File: src/rtl/cgs_pkg.sv
package cgs_pkg;

  typedef enum logic [1:0] {
    ST_RUN         = 2'd0,
    ST_WAIT_REQ    = 2'd1,
    ST_SLEEP_LIGHT = 2'd2,
    ST_SLEEP_HEAVY = 2'd3
  } seq_state_e;

  localparam int CTRL_HEAVY_BIT  = 0;
  localparam int CTRL_ALL_BIT    = 3;
  localparam int CTRL_NOLOCK_BIT = 8;
  localparam logic [31:0] CTRL_WMASK = 32'h0000_0109;
  localparam int STAT_LOCK_BIT   = 8;

endpackage

File: src/rtl/cgs_regfile.sv
module cgs_regfile
  import cgs_pkg::*;
#(
  parameter int NUM_BANKS = 5,
  parameter int BANK_W    = 32,
  parameter int ADDR_W    = 8,
  parameter int CTRL_OFS  = 'h00,
  parameter int STAT_OFS  = 'h0C,
  parameter int EN_BASE   = 'h30,
  parameter int REQ_BASE  = 'h50
) (
  input  logic                        clk,
  input  logic                        rst_n,
  input  logic                        bus_valid,
  input  logic                        bus_write,
  input  logic [ADDR_W-1:0]           bus_addr,
  input  logic [BANK_W-1:0]           bus_wdata,
  input  logic [NUM_BANKS*BANK_W-1:0] clk_req,
  input  logic                        pll_locked,
  output logic [NUM_BANKS*BANK_W-1:0] slp_en,
  output logic                        ctrl_heavy,
  output logic                        ctrl_all,
  output logic                        ctrl_nolock,
  output logic [BANK_W-1:0]           bus_rdata
);

  localparam int NBITS  = NUM_BANKS * BANK_W;
  localparam int STRIDE = BANK_W / 8;

  logic [NBITS-1:0]  en_q, en_d;
  logic [BANK_W-1:0] ctrl_q, ctrl_d;
  logic [BANK_W-1:0] rd_q, rd_d;
  logic              wr_cyc, rd_cyc, hit_req_any;

  assign wr_cyc = bus_valid &  bus_write;
  assign rd_cyc = bus_valid & ~bus_write;

  // next-state for the writable registers and the read mux
  always_comb begin
    en_d        = en_q;
    ctrl_d      = ctrl_q;
    rd_d        = '0;
    hit_req_any = 1'b0;
    if (wr_cyc && bus_addr == ADDR_W'(CTRL_OFS))
      ctrl_d = bus_wdata & CTRL_WMASK[BANK_W-1:0];
    if (bus_addr == ADDR_W'(CTRL_OFS)) rd_d = ctrl_q;
    if (bus_addr == ADDR_W'(STAT_OFS)) rd_d[STAT_LOCK_BIT] = pll_locked;
    for (int b = 0; b < NUM_BANKS; b++) begin
      if (bus_addr == ADDR_W'(EN_BASE + STRIDE*b)) begin
        rd_d = en_q[b*BANK_W +: BANK_W];
        if (wr_cyc) en_d[b*BANK_W +: BANK_W] = bus_wdata;
      end
      if (bus_addr == ADDR_W'(REQ_BASE + STRIDE*b)) begin
        rd_d        = clk_req[b*BANK_W +: BANK_W];
        hit_req_any = 1'b1;
      end
    end
  end

  always_ff @(posedge clk or negedge rst_n) begin
    if (!rst_n) begin
      en_q   <= '0;
      ctrl_q <= '0;
      rd_q   <= '0;
    end else begin
      if (wr_cyc) begin
        en_q   <= en_d;
        ctrl_q <= ctrl_d;
      end
      if (rd_cyc) rd_q <= rd_d;
    end
  end

  assign slp_en      = en_q;
  assign ctrl_heavy  = ctrl_q[CTRL_HEAVY_BIT];
  assign ctrl_all    = ctrl_q[CTRL_ALL_BIT];
  assign ctrl_nolock = ctrl_q[CTRL_NOLOCK_BIT];
  assign bus_rdata   = rd_q;

  a_r4_req_write_ignored: assert property (@(posedge clk) disable iff (!rst_n)
    (wr_cyc && hit_req_any) |=> $stable(en_q) && $stable(ctrl_q));

  a_r6_status_read: assert property (@(posedge clk) disable iff (!rst_n)
    (rd_cyc && bus_addr == ADDR_W'(STAT_OFS)) |=>
      ($countones(bus_rdata) == 32'($past(pll_locked))) &&
      (bus_rdata[STAT_LOCK_BIT] == $past(pll_locked)));

endmodule

File: src/rtl/cgs_gate.sv
module cgs_gate #(
  parameter int NBITS = 160
) (
  input  logic             clk,
  input  logic             rst_n,
  input  logic [NBITS-1:0] slp_en,
  input  logic [NBITS-1:0] clk_req,
  output logic [NBITS-1:0] clk_en,
  output logic             req_any
);

  for (genvar i = 0; i < NBITS; i++) begin : g_bit
    assign clk_en[i] = ~slp_en[i] | clk_req[i];
  end

  assign req_any = |clk_req;

  a_r2_request_keeps_clock: assert property (@(posedge clk) disable iff (!rst_n)
    (clk_req & ~clk_en) == '0);

endmodule

File: src/rtl/cgs_seq.sv
module cgs_seq
  import cgs_pkg::*;
(
  input  logic clk,
  input  logic rst_n,
  input  logic cpu_sleep,
  input  logic wake,
  input  logic pll_locked,
  input  logic req_any,
  input  logic sleep_all,
  input  logic heavy_sel,
  input  logic nolock_ok,
  output logic sleep_light,
  output logic sleep_heavy
);

  seq_state_e state_q, state_d;
  logic       entry_ok;

  assign entry_ok = pll_locked | (nolock_ok & heavy_sel);

  always_comb begin
    state_d = state_q;
    unique case (state_q)
      ST_RUN:
        if (cpu_sleep && sleep_all) state_d = ST_WAIT_REQ;
      ST_WAIT_REQ:
        if (wake || !cpu_sleep)        state_d = ST_RUN;
        else if (!req_any && entry_ok) state_d = heavy_sel ? ST_SLEEP_HEAVY : ST_SLEEP_LIGHT;
      ST_SLEEP_LIGHT, ST_SLEEP_HEAVY:
        if (wake) state_d = ST_RUN;
      default: state_d = ST_RUN;
    endcase
  end

  always_ff @(posedge clk or negedge rst_n) begin
    if (!rst_n) state_q <= ST_RUN;
    else        state_q <= state_d;
  end

  assign sleep_light = (state_q == ST_SLEEP_LIGHT);
  assign sleep_heavy = (state_q == ST_SLEEP_HEAVY);

  a_r7_no_flag_stays_run: assert property (@(posedge clk) disable iff (!rst_n)
    (state_q == ST_RUN && !sleep_all) |=> state_q == ST_RUN);

  a_r8_entry_needs_idle: assert property (@(posedge clk) disable iff (!rst_n)
    ($rose(sleep_light) || $rose(sleep_heavy)) |-> $past(!req_any && cpu_sleep));

  a_r9_light_needs_lock: assert property (@(posedge clk) disable iff (!rst_n)
    $rose(sleep_light) |-> $past(pll_locked));

  a_r10_wake_returns: assert property (@(posedge clk) disable iff (!rst_n)
    (state_q != ST_RUN && wake) |=> state_q == ST_RUN);

  a_r11_exclusive: assert property (@(posedge clk) disable iff (!rst_n)
    $onehot0({sleep_light, sleep_heavy}));

endmodule

File: src/rtl/clkgate_sleep_ctrl.sv
module clkgate_sleep_ctrl #(
  parameter int NUM_BANKS = 5,
  parameter int BANK_W    = 32,
  parameter int ADDR_W    = 8,
  parameter int CTRL_OFS  = 'h00,
  parameter int STAT_OFS  = 'h0C,
  parameter int EN_BASE   = 'h30,
  parameter int REQ_BASE  = 'h50
) (
  input  logic                        clk,
  input  logic                        rst_n,
  input  logic                        bus_valid,
  input  logic                        bus_write,
  input  logic [ADDR_W-1:0]           bus_addr,
  input  logic [BANK_W-1:0]           bus_wdata,
  output logic [BANK_W-1:0]           bus_rdata,
  input  logic [NUM_BANKS*BANK_W-1:0] clk_req,
  input  logic                        cpu_sleep,
  input  logic                        wake,
  input  logic                        pll_locked,
  output logic [NUM_BANKS*BANK_W-1:0] periph_clk_en,
  output logic                        sleep_light,
  output logic                        sleep_heavy
);

  localparam int NBITS = NUM_BANKS * BANK_W;

  logic [NBITS-1:0] slp_en;
  logic             ctrl_heavy, ctrl_all, ctrl_nolock, req_any;

  cgs_regfile #(
    .NUM_BANKS(NUM_BANKS), .BANK_W(BANK_W), .ADDR_W(ADDR_W),
    .CTRL_OFS(CTRL_OFS), .STAT_OFS(STAT_OFS),
    .EN_BASE(EN_BASE), .REQ_BASE(REQ_BASE)
  ) u_regs (
    .clk(clk), .rst_n(rst_n),
    .bus_valid(bus_valid), .bus_write(bus_write),
    .bus_addr(bus_addr), .bus_wdata(bus_wdata),
    .clk_req(clk_req), .pll_locked(pll_locked),
    .slp_en(slp_en), .ctrl_heavy(ctrl_heavy), .ctrl_all(ctrl_all),
    .ctrl_nolock(ctrl_nolock), .bus_rdata(bus_rdata)
  );

  cgs_gate #(.NBITS(NBITS)) u_gate (
    .clk(clk), .rst_n(rst_n),
    .slp_en(slp_en), .clk_req(clk_req),
    .clk_en(periph_clk_en), .req_any(req_any)
  );

  cgs_seq u_seq (
    .clk(clk), .rst_n(rst_n),
    .cpu_sleep(cpu_sleep), .wake(wake), .pll_locked(pll_locked),
    .req_any(req_any), .sleep_all(ctrl_all), .heavy_sel(ctrl_heavy),
    .nolock_ok(ctrl_nolock),
    .sleep_light(sleep_light), .sleep_heavy(sleep_heavy)
  );

endmodule

File: config.mk
export PLATFORM = sky130hd
export DESIGN_NAME = clkgate_sleep_ctrl
export DESIGN_NICKNAME = d
export VERILOG_FILES = /design/src/rtl/cgs_pkg.sv /design/src/rtl/cgs_regfile.sv /design/src/rtl/cgs_gate.sv /design/src/rtl/cgs_seq.sv /design/src/rtl/clkgate_sleep_ctrl.sv
export SDC_FILE = /design/constraint.sdc
export NUM_CORES = 1
export LEC_CHECK = 0
export BUFFER_PORTS_ARGS = -buffer_cell sky130_fd_sc_hd__buf_2
export CORE_AREA = 3 3 230 119
export DETAILED_ROUTE_END_ITERATION = 10
export DIE_AREA = 0 0 233 122
export PLACE_DENSITY = 0.86
export SLEW_MARGIN = 20
export SYNTH_ARGS = -nofsm -noshare
export SYNTH_HDL_FRONTEND = slang
export SYNTH_SLANG_ARGS = --single-unit
File: constraint.sdc
create_clock -name clk -period 1.94 [get_ports clk]
set_clock_uncertainty 0.2 [all_clocks]
set_input_delay 0.291 -clock clk [delete_from_list [all_inputs] [get_ports clk]]
set_output_delay 0.291 -clock clk [all_outputs]
set_load 0.02 [all_outputs]
* Word-level counts from Yosys, hierarchy flattened
Index checks and enable logic that the tools add are counted.
** Storage, ports and cells
- Bits in registers :: 197
- Output and inout port bits :: 194
** Operators by class
- Bitwise gates (word level) :: 325
- Reductions and logical operators :: 17
- Muxes and demuxes :: 18
- Equal/unequal tests :: 17
** Operator list (number)
- 32-bit 2-to-1 mux :: 10
- 1-bit inverter :: 161
- 1-bit OR :: 161
- 160-bit OR reduction :: 1
- 8-bit by 7-bit == test with 1-bit output, second input constant :: 6
- 8-bit by 6-bit == test with 1-bit output, second input constant :: 4
- 2-bit AND reduction :: 6
- 9-bit 2-to-1 mux :: 1
- 8-bit by 4-bit == test with 1-bit output, second input constant :: 1
- 8-bit logical NOT :: 1
- 2-bit 2-to-1 mux :: 4
- 2-bit one-hot mux with 3 select lines :: 1
- 2-bit == test, second input constant :: 2
- 1-bit bitwise AND :: 3
- 1-bit logical AND :: 3
- 3-bit by 1-bit != test with 1-bit output, second input constant :: 1
- 3-bit AND reduction :: 1
- 2-bit by 1-bit == test with 1-bit output, second input constant :: 1
- 1-bit logical NOT :: 2
- 2-bit logical NOT :: 1
- 1-bit 2-to-1 mux :: 2
- 2-bit by 1-bit != test with 1-bit output, second input constant :: 1
- 2-bit != test, second input constant :: 1
- 2-bit OR reduction :: 1
- 1-bit logical OR :: 1

* Logic depth before layout (Yosys ltp)
- Depth in word-level cells :: 13
- Mapped depth :: 9
- Mapped depth without buffers :: 5

* By module
A second synthesis with hierarchy kept.
** Unflattened totals
- Cells, all modules :: 1158
- Area total of the unflattened synthesis :: 11546.1 um^2
** Modules (own cells, without submodules)
- cgs_regfile :: sequential area each 4879.7 um^2, area each 10078.4 um^2, instances 1, cells each 930
- cgs_gate :: sequential area each 0.0 um^2, area each 1341.3 um^2, instances 1, cells each 214
- cgs_seq :: sequential area each 50.0 um^2, area each 126.4 um^2, instances 1, cells each 14

* Worst setup path after synthesis
No wires, ideal clock.
- Path type :: input to register
- Start :: input bus_addr[0]
- End :: register u_regs.en_q[34] (netlist: u_regs.slp_en[34])
- Arrival :: 1913 ps
- Library setup time :: 125 ps
- Path buffers :: 3
- Stages :: 6
- Required time :: 1615 ps
- Slack :: -297 ps
- Cell sequence :: buf_2 or4b_1 clkbuf_1 nor3_2 buf_4 mux2_2
** Between the ends
- Word-level cells in the longest chain between the ends :: 2
** RTL lines
- from (decl) :: RTL line clkgate_sleep_ctrl.sv:14 : input logic [ADDR_W-1:0] bus_addr,
- 8-bit by 6-bit == test with 1-bit output :: RTL line cgs_regfile.sv:49 : if (bus_addr == ADDR_W'(EN_BASE + STRIDE*b)) begin
- 2-bit AND reduction (no source line)
- to (signal assigned) :: RTL line cgs_regfile.sv:67 : en_q <= en_d;
- to (decl) :: RTL line cgs_regfile.sv:30 : logic [NBITS-1:0] en_q, en_d;
Every way passes these cells.
A chain may end at the register's enable or synchronous reset.

* Worst setup path after layout
- Start :: input bus_addr[6]
- End :: register u_regs.rd_q[13] (netlist: u_regs.bus_rdata[13])
** Between the ends
- Word-level cells in the longest chain between the ends :: 11
** RTL lines
- 8-bit by 6-bit == test with 1-bit output :: RTL line cgs_regfile.sv:49
- 32-bit 2-to-1 mux :: RTL line cgs_regfile.sv:49
- 32-bit 2-to-1 mux :: RTL line cgs_regfile.sv:53 : if (bus_addr == ADDR_W'(REQ_BASE + STRIDE*b)) begin
- 32-bit 2-to-1 mux :: RTL line cgs_regfile.sv:49
- 32-bit 2-to-1 mux :: RTL line cgs_regfile.sv:53
- 32-bit 2-to-1 mux :: RTL line cgs_regfile.sv:49
- 32-bit 2-to-1 mux :: RTL line cgs_regfile.sv:53
- 32-bit 2-to-1 mux :: RTL line cgs_regfile.sv:49
- 32-bit 2-to-1 mux :: RTL line cgs_regfile.sv:53
- 32-bit 2-to-1 mux :: RTL line cgs_regfile.sv:49
- 32-bit 2-to-1 mux (*) :: RTL line cgs_regfile.sv:53
- to (signal assigned) :: RTL line cgs_regfile.sv:70 : if (rd_cyc) rd_q <= rd_d;
- to (decl) :: RTL line cgs_regfile.sv:32 : logic [BANK_W-1:0] rd_q, rd_d;
Every way passes the cells marked *; elsewhere a longest branch is shown, timed or not.

==> impl_metrics.tcl <==
set metrics [dict create \
    hp-class "in -> reg" \
    ff2ff_setup_slack_ns 0.02 \
    holdPathStages 4 \
    critPathMaxStageDelay_ns 0.44 \
    path_cells "buf_2 -> nand4bb_1 -> buf_4 -> nor3_4 -> buf_4 -> and2_1 -> a211oi_1 -> buf_4 -> o31ai_1" \
    irDropWorstVdd_v 0.000599 \
    cp-start-kind "primary input" \
    gp_congestion 0.998 \
    grt_antenna_before_repair 5 \
    die_area_mm2 0.0284 \
    nets 2031 \
    clk_path_buf_depth 2 \
    worstHoldStart "clk_req[141]" \
    drv_slew 0 \
    p_switching_mw 2.94 \
    vias 14309 \
    drt-vias-per-instance 6.55 \
    synthArstFlopShare_pct 100 \
    crit_top_cell "buf_4" \
    post_layout_nonfiller_instances 2185 \
    power_frac_seq_pct 42.9 \
    synth.net_count 1373 \
    ant_nets 0 \
    yosysUniqueCellTypes 65 \
    p_leak_nw 8.07 \
    cts.clk_slew.worst_paths_ns 0.08 \
    swShare_pct 29.0 \
    synth_edf_count 0 \
    drt_iter0_drc 2498 \
    ys_ff_latch 197 \
    ys_warn_count 0 \
    htree_levels 4 \
    clk_latency_ns 0.46 \
    wirelength_um 58600 \
    fp.coreArea_mm2 0.0253 \
    layout-drive-gt1-share_pct 50.4 \
    worstMarginPinSlew_ns 0.538 \
    endpoint_kind "flip-flop" \
    syn_to_final_growth_pct 49.7 \
    grt_pass1_wl_um 85000 \
    die_x_um 233 \
    powerDensity_mw_per_mm2 566 \
    fin_ws_ns -0.0716 \
    whs_ns -0.000800 \
    syn_area_mm2 0.0120 \
    syn_inst 1166 \
    cts_root_buffer "clkbuf_16" \
    hold_viol 1 \
    r2r_end "u_regs.bus_rdata[3]" \
    maxSlewHeadroom_pct 63.8 \
    fin_crit_sh_pct 104 \
    hpwl_um 42900 \
    p_total_mw 10.1 \
    finalSetupViolCount 5 \
    place_inst 2093 \
    finalCriticalPeriod_ns 2.01 \
    postSynthAreaPerCell_um2 10.3 \
    violations "hold timing, setup timing" \
    fin_util_pct 70.8 \
    ys.flop_type "dfrtp_1" \
    cp.arrival_ns 2.16 \
    pwr-share-clk_pct 38.5 \
    drc_errors 0 \
    intPower_mw 7.19 \
    critical_path_required_ns 2.08 \
    grt_util_all_layers_pct 39.7 \
    min_to "u_regs.bus_rdata[13]" \
    cts_buffers 17 \
    critical_path_class "in -> reg" \
    avgRoutedWirePerCell_um 26.8 \
    portBuffers 400 \
    critPathSlowestCell "a211oi_1" \
    clock-sinks 197 \
    r2r-start "u_regs.ctrl_q[3]" \
    grt_pass1_vias 14203 \
    ys_seq_area_share_pct 41.2 \
    cts_tree "yes" \
    fillers 1805 \
    max_freq_mhz 497 \
    dieHeight_um 122 \
    start_util_pct 47.3 \
    pwr-share-comb_pct 18.7 \
    grt_max_degree 46 \
    drv_cap 0 \
    rows 41 \
    status "complete, but fails checks" \
    rr_worst_depth 5 \
    dr.pass1.iters 6 \
    worstPathMaxFanout 10 \
    pin_count 401 \
    overflow 0 \
]
==> routing by layer <==
layer / vias up / global-route usage, % / wire length [um]
met3: 408 / 13.6 / 8020
met4: 2 / 24.5 / 4230
met2: 1359 / 59.1 / 25600
met1: 6784 / 49.8 / 20700
met5: - / 0 / 16
li1: 5756 / - / -
==> synth_stat cells, types with 8 or more instances <==
library cell	n	area share, %
o31ai_1	21	1.3
nor3_1	20	0.84
nor2_1	22	0.69
nand2_1	16	0.50
nand2b_1	164	8.6
buf_2	29	1.2
mux2i_1	12	1.0
nand3_1	12	0.50
dfrtp_1	197	41
nand3b_1	8	0.50
a22oi_1	71	4.5
o21a_1	19	1.2
mux2_2	138	13
o21ai_0	43	1.8
a211oi_1	34	2.1
o221ai_1	10	0.73
o22ai_1	25	1.3
mux2_4	25	3.1
nand4_1	11	0.58
clkbuf_1	47	1.5
a21oi_1	78	3.3
nor4_1	57	3.0
==> worst max-delay path: cells and delay by family <==
family / cells / cell delay [ns]
buf+inv: 4 / 0.83
simple gates: 3 / 0.52
compound gates: 2 / 0.50
==> cells by family after synthesis <==
logic type	synth area share, %
AO/OA/AOI/OAI	19.7
AND/OR/NAND/NOR	17.7
multiplexers	17.5
flip-flops	41.2
buffers and inverters	3.92
==> worst max path at each step <==
| stage | startpoint | endpoint | slack [ns] | cells after the start |
|---|---|---|---|---|
| after floorplan | bus_addr[0] | u_regs.slp_en[44] | -0.26 | 6 |
| after global placement | bus_addr[1] | u_regs.bus_rdata[13] | -0.47 | 10 |
| after detailed placement | bus_addr[3] | u_regs.bus_rdata[13] | -0.43 | 10 |
| after CTS | clk_req[155] | u_seq.state_q[0] | 0.02 | 7 |
| after global routing | bus_addr[5] | u_regs.bus_rdata[11] | -0.20 | 8 |
| final | bus_addr[6] | u_regs.bus_rdata[13] | -0.07 | 9 |
==> state kept, by name (all words and copies together), names as in the netlist <==
signal and flops:
u_regs.slp_en 160, u_regs.bus_rdata 32, u_seq.state_q 2, u_regs.ctrl_q 3
==> power by group through the flow <==
| stage | Combinational [mW] | Sequential, mW | Clock [mW] |
|---|---|---|---|
| finish | 1.89 | 4.34 | 3.90 |
| CTS | 1.79 | 4.33 | 3.88 |
| global route | 1.97 | 4.35 | 4.05 |
| floorplan | 0.578 | 4.42 | 0 |
| global placement | 1.67 | 4.41 | 0 |
| detailed placement | 1.69 | 4.41 | 0 |
==> repair_timing <==
item	4_1_cts	5_1_grt
hold buffers	52	0
hold endpoints to repair	348	0
endpoints found under the setup margin	1	47
pin swaps	4	7
buffers inserted	0	4
resized for setup	1	29
==> stage by stage <==
stage / setup WS [ns] / cell area, um^2 / TNS [ns]
floorplan: -0.261 / 12100 / -31.05
global placement: -0.474 / 16500 / -63.49
detailed placement: -0.425 / 16500 / -62.43
CTS: 0.0188 / 17700 / 0
global route: -0.203 / 17900 / -0.435
finish: -0.0716 / 17900 / -0.202
==> cell type report <==
type	count	area (um^2)	share of cell area [%]
Timing Repair Buffer	733	5030	28.1
Inverter	4	15.0	0.0838
Antenna cell	4	10.0	0.0559
Multi-Input combinational cell	871	6870	38.3
Tap cell	344	430	2.40
Clock inverter	14	186	1.04
Clock buffer	18	439	2.45
Sequential cell	197	4930	27.5
==> cell usage in the layout, fill, tap and decap left out, types with 17 or more instances in the layout <==
| master | Yosys | routed |
|---|---|---|
| buf_2 | 29 | 399 |
| buf_4 | 3 | 246 |
| dfrtp_1 | 197 | 197 |
| nand2b_1 | 164 | 163 |
| mux2_2 | 138 | 130 |
| a21oi_1 | 78 | 76 |
| a22oi_1 | 71 | 66 |
| dlygate4sd3_1 | 0 | 52 |
| nor4_1 | 57 | 48 |
| o21ai_0 | 43 | 43 |
| mux2_4 | 25 | 34 |
| a211oi_1 | 34 | 34 |
| buf_12 | 0 | 29 |
| o22ai_1 | 25 | 24 |
| o31ai_1 | 21 | 21 |
| nor2_1 | 22 | 20 |
| o21a_1 | 19 | 19 |
| nor3_1 | 20 | 18 |
| clkbuf_16 | 0 | 17 |
No activity file was read; power rests on OpenSTA's default activity.
